### src/rtl/ss_seq_pkg.sv
// Shared state encoding for the soft-start sequencer.
// Assumes: state codes are visible at the top-level state output.
package ss_seq_pkg;
    typedef enum logic [2:0] {
        ST_OFF        = 3'd0,
        ST_SOFT_START = 3'd1,
        ST_RUN        = 3'd2,
        ST_SOFT_STOP  = 3'd3,
        ST_DISABLED   = 3'd4
    } seq_state_e;
endpackage

### src/rtl/ss_hyst.sv
// Registered hysteresis comparator on an unsigned level.
// Sets when val >= SET_TH, clears when val < CLR_TH, otherwise holds.
// Assumes: CLR_TH <= SET_TH, both representable in W bits.
module ss_hyst #(
    parameter int W      = 8,
    parameter int SET_TH = 110,
    parameter int CLR_TH = 90
) (
    input  logic         clk,
    input  logic         rst_n,
    input  logic [W-1:0] val,
    output logic         on
);
    localparam logic [W-1:0] SET_V = W'(SET_TH);
    localparam logic [W-1:0] CLR_V = W'(CLR_TH);

    // Update the flag with a dead band between the two thresholds.
    always_ff @(posedge clk) begin
        if (!rst_n)
            on <= 1'b0;
        else if (!on && (val >= SET_V))
            on <= 1'b1;
        else if (on && (val < CLR_V))
            on <= 1'b0;
    end
endmodule

### src/rtl/ss_seq_core.sv
// Sequencer state machine plus the soft-start level register.
// Ramp up by step, ramp down by FAST_MUL*step during a soft stop,
// and force the level to zero on power loss or disable.
// Assumes: pwr_ok already combines supply hysteresis and reference flag.
module ss_seq_core
    import ss_seq_pkg::*;
#(
    parameter int LVL_W    = 8,
    parameter int STEP_W   = 4,
    parameter int FAST_MUL = 10,
    parameter int FLOOR    = 26
) (
    input  logic              clk,
    input  logic              rst_n,
    input  logic              pwr_ok,
    input  logic              dis_req,
    input  logic              oc_flag,
    input  logic [STEP_W-1:0] step,
    output seq_state_e        state,
    output logic [LVL_W-1:0]  level
);
    localparam int FAST_W = STEP_W + $clog2(FAST_MUL + 1);
    localparam int CW     = ((LVL_W > FAST_W) ? LVL_W : FAST_W) + 1;
    localparam logic [LVL_W-1:0] LVL_MAX = '1;
    localparam logic [LVL_W-1:0] FLOOR_V = LVL_W'(FLOOR);

    logic [CW-1:0]    lvl_ext, up_sum, dn_amt, dn_diff;
    logic [LVL_W-1:0] lvl_up, lvl_dn;

    // Saturating increment and floored decrement of the level.
    always_comb begin
        lvl_ext = CW'(level);
        up_sum  = lvl_ext + CW'(step);
        dn_amt  = CW'(step) * CW'(FAST_MUL);
        dn_diff = lvl_ext - dn_amt;
        lvl_up  = (up_sum > CW'(LVL_MAX)) ? LVL_MAX : up_sum[LVL_W-1:0];
        lvl_dn  = (lvl_ext < dn_amt) ? '0 : dn_diff[LVL_W-1:0];
    end

    // Ranked transitions: power loss, then disable, then per-state rules.
    always_ff @(posedge clk) begin
        if (!rst_n) begin
            state <= ST_OFF;
            level <= '0;
        end else if (!pwr_ok) begin
            state <= ST_OFF;
            level <= '0;
        end else if (dis_req) begin
            state <= ST_DISABLED;
            level <= '0;
        end else begin
            case (state)
                ST_OFF, ST_DISABLED: state <= ST_SOFT_START;
                ST_SOFT_START: begin
                    if (oc_flag) begin
                        state <= ST_SOFT_STOP;
                    end else begin
                        level <= lvl_up;
                        if (lvl_up == LVL_MAX) state <= ST_RUN;
                    end
                end
                ST_RUN: if (oc_flag) state <= ST_SOFT_STOP;
                ST_SOFT_STOP: begin
                    if (level < FLOOR_V) state <= ST_SOFT_START;
                    else                 level <= lvl_dn;
                end
                default: begin
                    state <= ST_OFF;
                    level <= '0;
                end
            endcase
        end
    end
endmodule

### src/rtl/soft_start_seq.sv
// Top of the soft-start and fault shutdown sequencer.
// Combines supply hysteresis, no-load hysteresis, the sequencer core,
// and the duty clamp that feeds the PWM generator.
// Assumes: all inputs are synchronous to clk.
module soft_start_seq
    import ss_seq_pkg::*;
#(
    parameter int SUP_W    = 8,
    parameter int LVL_W    = 8,
    parameter int STEP_W   = 4,
    parameter int UV_START = 110,
    parameter int UV_STOP  = 90,
    parameter int NL_ON    = 31,
    parameter int NL_OFF   = 26,
    parameter int FAST_MUL = 10,
    parameter int FLOOR    = 26
) (
    input  logic              clk,
    input  logic              rst_n,
    input  logic [SUP_W-1:0]  sup_lvl,
    input  logic              ref_ok,
    input  logic              dis_req,
    input  logic              oc_flag,
    input  logic [STEP_W-1:0] step,
    input  logic [LVL_W-1:0]  duty_in,
    output logic [2:0]        state_o,
    output logic [LVL_W-1:0]  level_o,
    output logic [LVL_W-1:0]  duty_o,
    output logic              out_en
);
    logic       uv_ok;
    logic       nl_ok;
    logic       pwr_ok;
    seq_state_e st;

    ss_hyst #(.W(SUP_W), .SET_TH(UV_START), .CLR_TH(UV_STOP)) u_uvlo (
        .clk(clk), .rst_n(rst_n), .val(sup_lvl), .on(uv_ok)
    );

    ss_hyst #(.W(LVL_W), .SET_TH(NL_ON + 1), .CLR_TH(NL_OFF)) u_noload (
        .clk(clk), .rst_n(rst_n), .val(duty_in), .on(nl_ok)
    );

    assign pwr_ok = uv_ok & ref_ok;

    ss_seq_core #(
        .LVL_W(LVL_W), .STEP_W(STEP_W), .FAST_MUL(FAST_MUL), .FLOOR(FLOOR)
    ) u_core (
        .clk(clk), .rst_n(rst_n), .pwr_ok(pwr_ok), .dis_req(dis_req),
        .oc_flag(oc_flag), .step(step), .state(st), .level(level_o)
    );

    // Clamp the duty command and gate the enable by state and load.
    always_comb begin
        duty_o  = (duty_in < level_o) ? duty_in : level_o;
        out_en  = nl_ok && ((st == ST_SOFT_START) || (st == ST_RUN));
        state_o = st;
    end
endmodule

### config.mk
export PLATFORM = sky130hd
export DESIGN_NAME = soft_start_seq
export DESIGN_NICKNAME = d
export VERILOG_FILES = /design/src/rtl/ss_seq_pkg.sv /design/src/rtl/ss_hyst.sv /design/src/rtl/ss_seq_core.sv /design/src/rtl/soft_start_seq.sv
export SDC_FILE = /design/constraint.sdc
export NUM_CORES = 1
export LEC_CHECK = 0
export CORE_MARGIN = 1
export CORE_UTILIZATION = 40
export CTS_CLUSTER_SIZE = 20
export DETAILED_ROUTE_END_ITERATION = 10
export PLACE_DENSITY = 0.64
export RECOVER_POWER = 50
export SLEW_MARGIN = 20
export SYNTH_ARGS = -nofsm -noshare
export SYNTH_HDL_FRONTEND = slang
export SYNTH_SLANG_ARGS = --single-unit
### constraint.sdc
create_clock -name clk -period 3.2 [get_ports clk]
set_input_delay 0.64 -clock clk [delete_from_list [all_inputs] [get_ports clk]]
set_output_delay 0.64 -clock clk [all_outputs]
set_load 0.02 [all_outputs]
# After elaboration in Yosys (flattened, before gate mapping)
# Cells that the tools add are included.
# classes
n_reduce_logical	18
order_cmp	8
div	0
eq_ne	13
muxes	16
mul	1
n_bitwise	4
addsub	2
shifts	0
# ops
op	n
$mux W8	5
$pmux W8 S3	1
$lt A8 B5 Y1 const B	2
$lt A8 B8 Y1	2
$mux W3	5
$pmux W3 S4	1
$add A8 B4 Y9	1
$gt A9 B8 Y1 const B	1
$reduce_and A3 Y1	3
$eq A8 B8 Y1 const B	1
$ge A8 B6 Y1 const B	1
$ge A8 B7 Y1 const B	1
$lt A8 B7 Y1 const B	1
$sub A8 B8 Y8	1
$mul A4 B3 Y7 const B	1
$eq A3 B2 Y1 const B	2
$ne A2 B2 Y1 const B	3
$ne A3 B2 Y1 const B	2
$reduce_or A3 Y1	2
$logic_and A1 B1 Y1	5
$mux W1	4
$ne A4 B3 Y1 const B	1
$reduce_bool A2 Y1	2
$eq A3 B1 Y1 const B	1
other kinds (10)	13
# word_totals
memories	0
latch_bits	0
ramBits	0
output_inout_bits	20
romBits	0
wordCells	67
ff_bits	13

# Logic depth before layout (Yosys ltp)
# depth
word_depth	8
mapped_depth	11
ltp_nobuf	11

# Cells and area by module
# A second synthesis with hierarchy kept.
# unflattened
hier_cells	213
area_unflattened_um2	1765.4
# by_module_without_submodules
module	area_each_um2	instances	cells_per_inst	seq_area_each_um2
ss_seq_core	1355.0	1	165	220.2
soft_start_seq	300.3	1	35	0.0
ss_hyst (u_uvlo)	67.6	1	8	20.0
ss_hyst (u_noload)	42.5	1	5	20.0

# Worst setup path after synthesis
# No wires, ideal clock.
# synth_path
kind	reg2out
start	register u_core.level[4]
end	output duty_o[0]
t_arrival_ns	2.245
setup_slack_ns	0.315
path_stages_with_launch	9
required_time_ns	2.560
path_cell_list	dfxtp_1 inv_1 ha_1 a21o_1 a21o_1 a21oi_1 o21ai_1 a21oi_4 mux2_2
# synth_between
elab_chain_cells	2
# synth_rtl
element	line	text
start: declaration	ss_seq_core.sv:20	output logic [LVL_W-1:0] level
start signal: assignment	ss_seq_core.sv:58	level <= lvl_up;
start signal: assignment	ss_seq_core.sv:65	else level <= lvl_dn;
$lt A8 B8 Y1	soft_start_seq.sv:55	duty_o = (duty_in < level_o) ? duty_in : level_o;
$mux W8	soft_start_seq.sv:55	
end: declaration	soft_start_seq.sv:28	output logic [LVL_W-1:0] duty_o,
# No other way between the ends.

# Worst setup path after layout
# layout_path
start	input duty_in[2]
end	output duty_o[5]
# layout_between
elab_chain_cells	2
# layout_rtl
element	line	text
start: declaration	soft_start_seq.sv:25	input logic [LVL_W-1:0] duty_in,
$lt A8 B8 Y1	soft_start_seq.sv:55	
$mux W8	soft_start_seq.sv:55	
# No other way between the ends.

==> metrics.txt <==
outcome completed; Fin Clk Skew 0.005117 ns; Worst-Skew Late Latency 0.24 ns; DR vias 1828; nets 333; top_reg_cell synth dfxtp_1; register area share after synthesis 15.26%; WL per Instance 14.30 microns; Sinks on Clock Net 13; Lkg Pwr 1.116 nW; TritonRoute pass-1 iters 4; Tightest Pin Transition 0.5037 ns; I/O pin cnt 45; share of layout cells above drive strength 1 24.11%; clock-pin slew on the worst setup and hold paths 0.06 ns; register area 260.3 sq um; yosys warns 0; Starting Density 42.03%; fill count 380; Worst slew margin 66.37%; Max Slew Vio Count 0; WHS 0.5158 ns; Synth Cell Area 1705 sq um; H-tree Lvls 1; vias in the first global route 1659; Die W 67.30 microns; Synth async-reset ratio 0%; Power Density 197.0 nW/um^2; Initial DRC Count 74; Hold Crit Class register to register; routed vias/inst 5.506; area occupied by multi-input gates 1394 sq um; Clock Path Buffers 2; Num CTS Buffers 3; Startpoint Class input pin; CP max FO 3; IO Port Bufs 43; P&R area growth vs syn 44.61%; Mapped Nets 258; post-synthesis register bit count 13; worst setup path class input pin to output port; Post-synth EDFFs 0; fmax 320.6 MHz; DP HPWL 3.875 mm; syn_area_per_cell 8.199 sq um; Core ar. 4058 sq um; antenna violations before repair 0; clock root cell clkbuf_8; first-pass GRT wire length 7.700 mm; CTS Hold Buffers Added 0; critical path arrival 2.48 ns; Post-Syn Instances 208; # Max-Cap Violations 0; final wirelength 4.746 mm; Synth cell types 48; final hold viol count 0; # rows 23; Routed Antenna Nets 0; RSZ-0062 raised after global routing no; GRT Total Usage 22.53%; largest net degree at the start of global routing 16; Req. time, crit path 2.56 ns; CTS tree yes; Max VDD drop 0.0002875 V; Remaining DRCs 0; min cycle time layout 3.119 ns; Die ar. 4529 sq um; Final Total Pwr 0.4858 mW; crit end category output port; fin crit share 97.48%; grt total ovfl 0; final setup vio count 0; ANT cells 0; die height 67.30 microns; Final Wtd Congestion 0.8989
## final cells by class
cell class / count / share of cell area, %
flip-flops and latches: 13 / 10.55
well taps: 50 / 2.537
multi-input cells: 172 / 56.52
repair buffers: 74 / 25.67
clock buffers: 4 / 1.826
inverters: 19 / 2.892
## stage by stage
stage	utilization, %	instance area [sq um]	setup TNS, ns	setup slack [ns]	std cells
floorplan	-	1705	0	0.3149	208
finish	60.78	2466	0	0.08051	332
global placement	58.50	2374	-6.511	-0.6017	323
detailed placement	58.50	2374	-6.658	-0.6341	323
global route	60.78	2466	0	0.001716	332
CTS	60.22	2444	0	0.002340	332
## cells in the final DEF (no fill, tap or decap), types with 10 or more instances in the layout
| cell type | instances |
|---|---|
| a21oi_1 | 15 |
| buf_4 | 29 |
| clkdlybuf4s50_1 | 15 |
| dfxtp_1 | 13 |
| dlygate4sd3_1 | 14 |
| ha_1 | 19 |
| inv_1 | 19 |
| nand2_1 | 14 |
| nand3_1 | 10 |
| nor2_1 | 11 |
## metal layers
layer / GRT usage [%] / wire [microns] / vias up
met4: 1.064 / 0 / 0
met3: 3.378 / 276 / 0
li1: - / - / 933
met5: 0 / 0 / -
met1: 31.28 / 2238 / 829
met2: 38.25 / 2231 / 66
## path summary, 6_finish.rpt
kind                                 startpoint               to  slack (ns)  depth (start not counted)
worst min register to register        u_uvlo.on  u_core.state[2]        0.52                          2
worst min-delay path                  u_uvlo.on  u_core.state[2]        0.52                          2
worst max-delay path                 duty_in[2]        duty_o[5]        0.08                          9
worst max register to register  u_core.level[0]  u_core.state[0]        0.91                         10
## sequential cells by signal (all words and copies together), names as in the netlist
name,cells
u_core.level,8
u_core.state,3
u_noload.on,1
u_uvlo.on,1
## what timing repair did
action	CTS	global route
pin swaps	8	8
gates resized for setup	44	11
buffers inserted	5	0
endpoints found under the setup margin	9	16
## synthesized netlist by cell type, types with 2 or more instances
cell type	n	area (sq um)
a21boi_0	2	15.01
buf_2	4	20.02
o21ai_0	9	45.04
or3_1	3	18.77
ha_1	22	275.3
a31oi_1	4	25.02
a21oi_1	17	85.08
o22ai_1	3	18.77
nand2_1	14	52.55
o21bai_1	3	22.52
dfxtp_1	13	260.3
o21ai_1	2	10.01
o22a_1	2	17.52
a21o_1	5	37.54
mux2_2	8	90.09
nor3_1	4	20.02
nand2b_1	5	31.28
nor2b_4	2	27.53
nand3_1	10	50.05
xnor2_1	7	61.31
o211a_1	2	20.02
o32ai_1	2	17.52
inv_1	19	71.32
nand4_1	3	18.77
o21a_1	7	52.55
nor2b_1	2	12.51
nor2_1	11	41.29
fa_1	3	60.06
## power breakdown
group / internal, mW / total [mW] / switching (mW)
Combinational: 0.0957 / 0.173 / 0.0774
Clock: 0.0878 / 0.144 / 0.0567
Sequential: 0.165 / 0.168 / 0.00367
Total: 0.348 / 0.486 / 0.138
## cells by family after synthesis
group                      Yosys count  synth area share (%)
muxes                                8                 5.283
AOI/OAI and AO/OA                   72                 31.11
xor gates and xnor gates             7                 3.595
and+or+nand+nor                     60                 19.74
adders and majority gates           25                 19.66
DFF                                 13                 15.26
buffers and inverters               23                 5.356
## worst max-delay path, cell delays in order
cell             delay (ns)
clkdlybuf4s50_1        0.43
ha_1                   0.32
a21oi_2                0.15
o21ai_2                0.08
a21oi_4                0.20
buf_6                  0.13
buf_4                  0.10
mux2_4                 0.29
buf_6                  0.13
(Power assumes the default switching activity.)
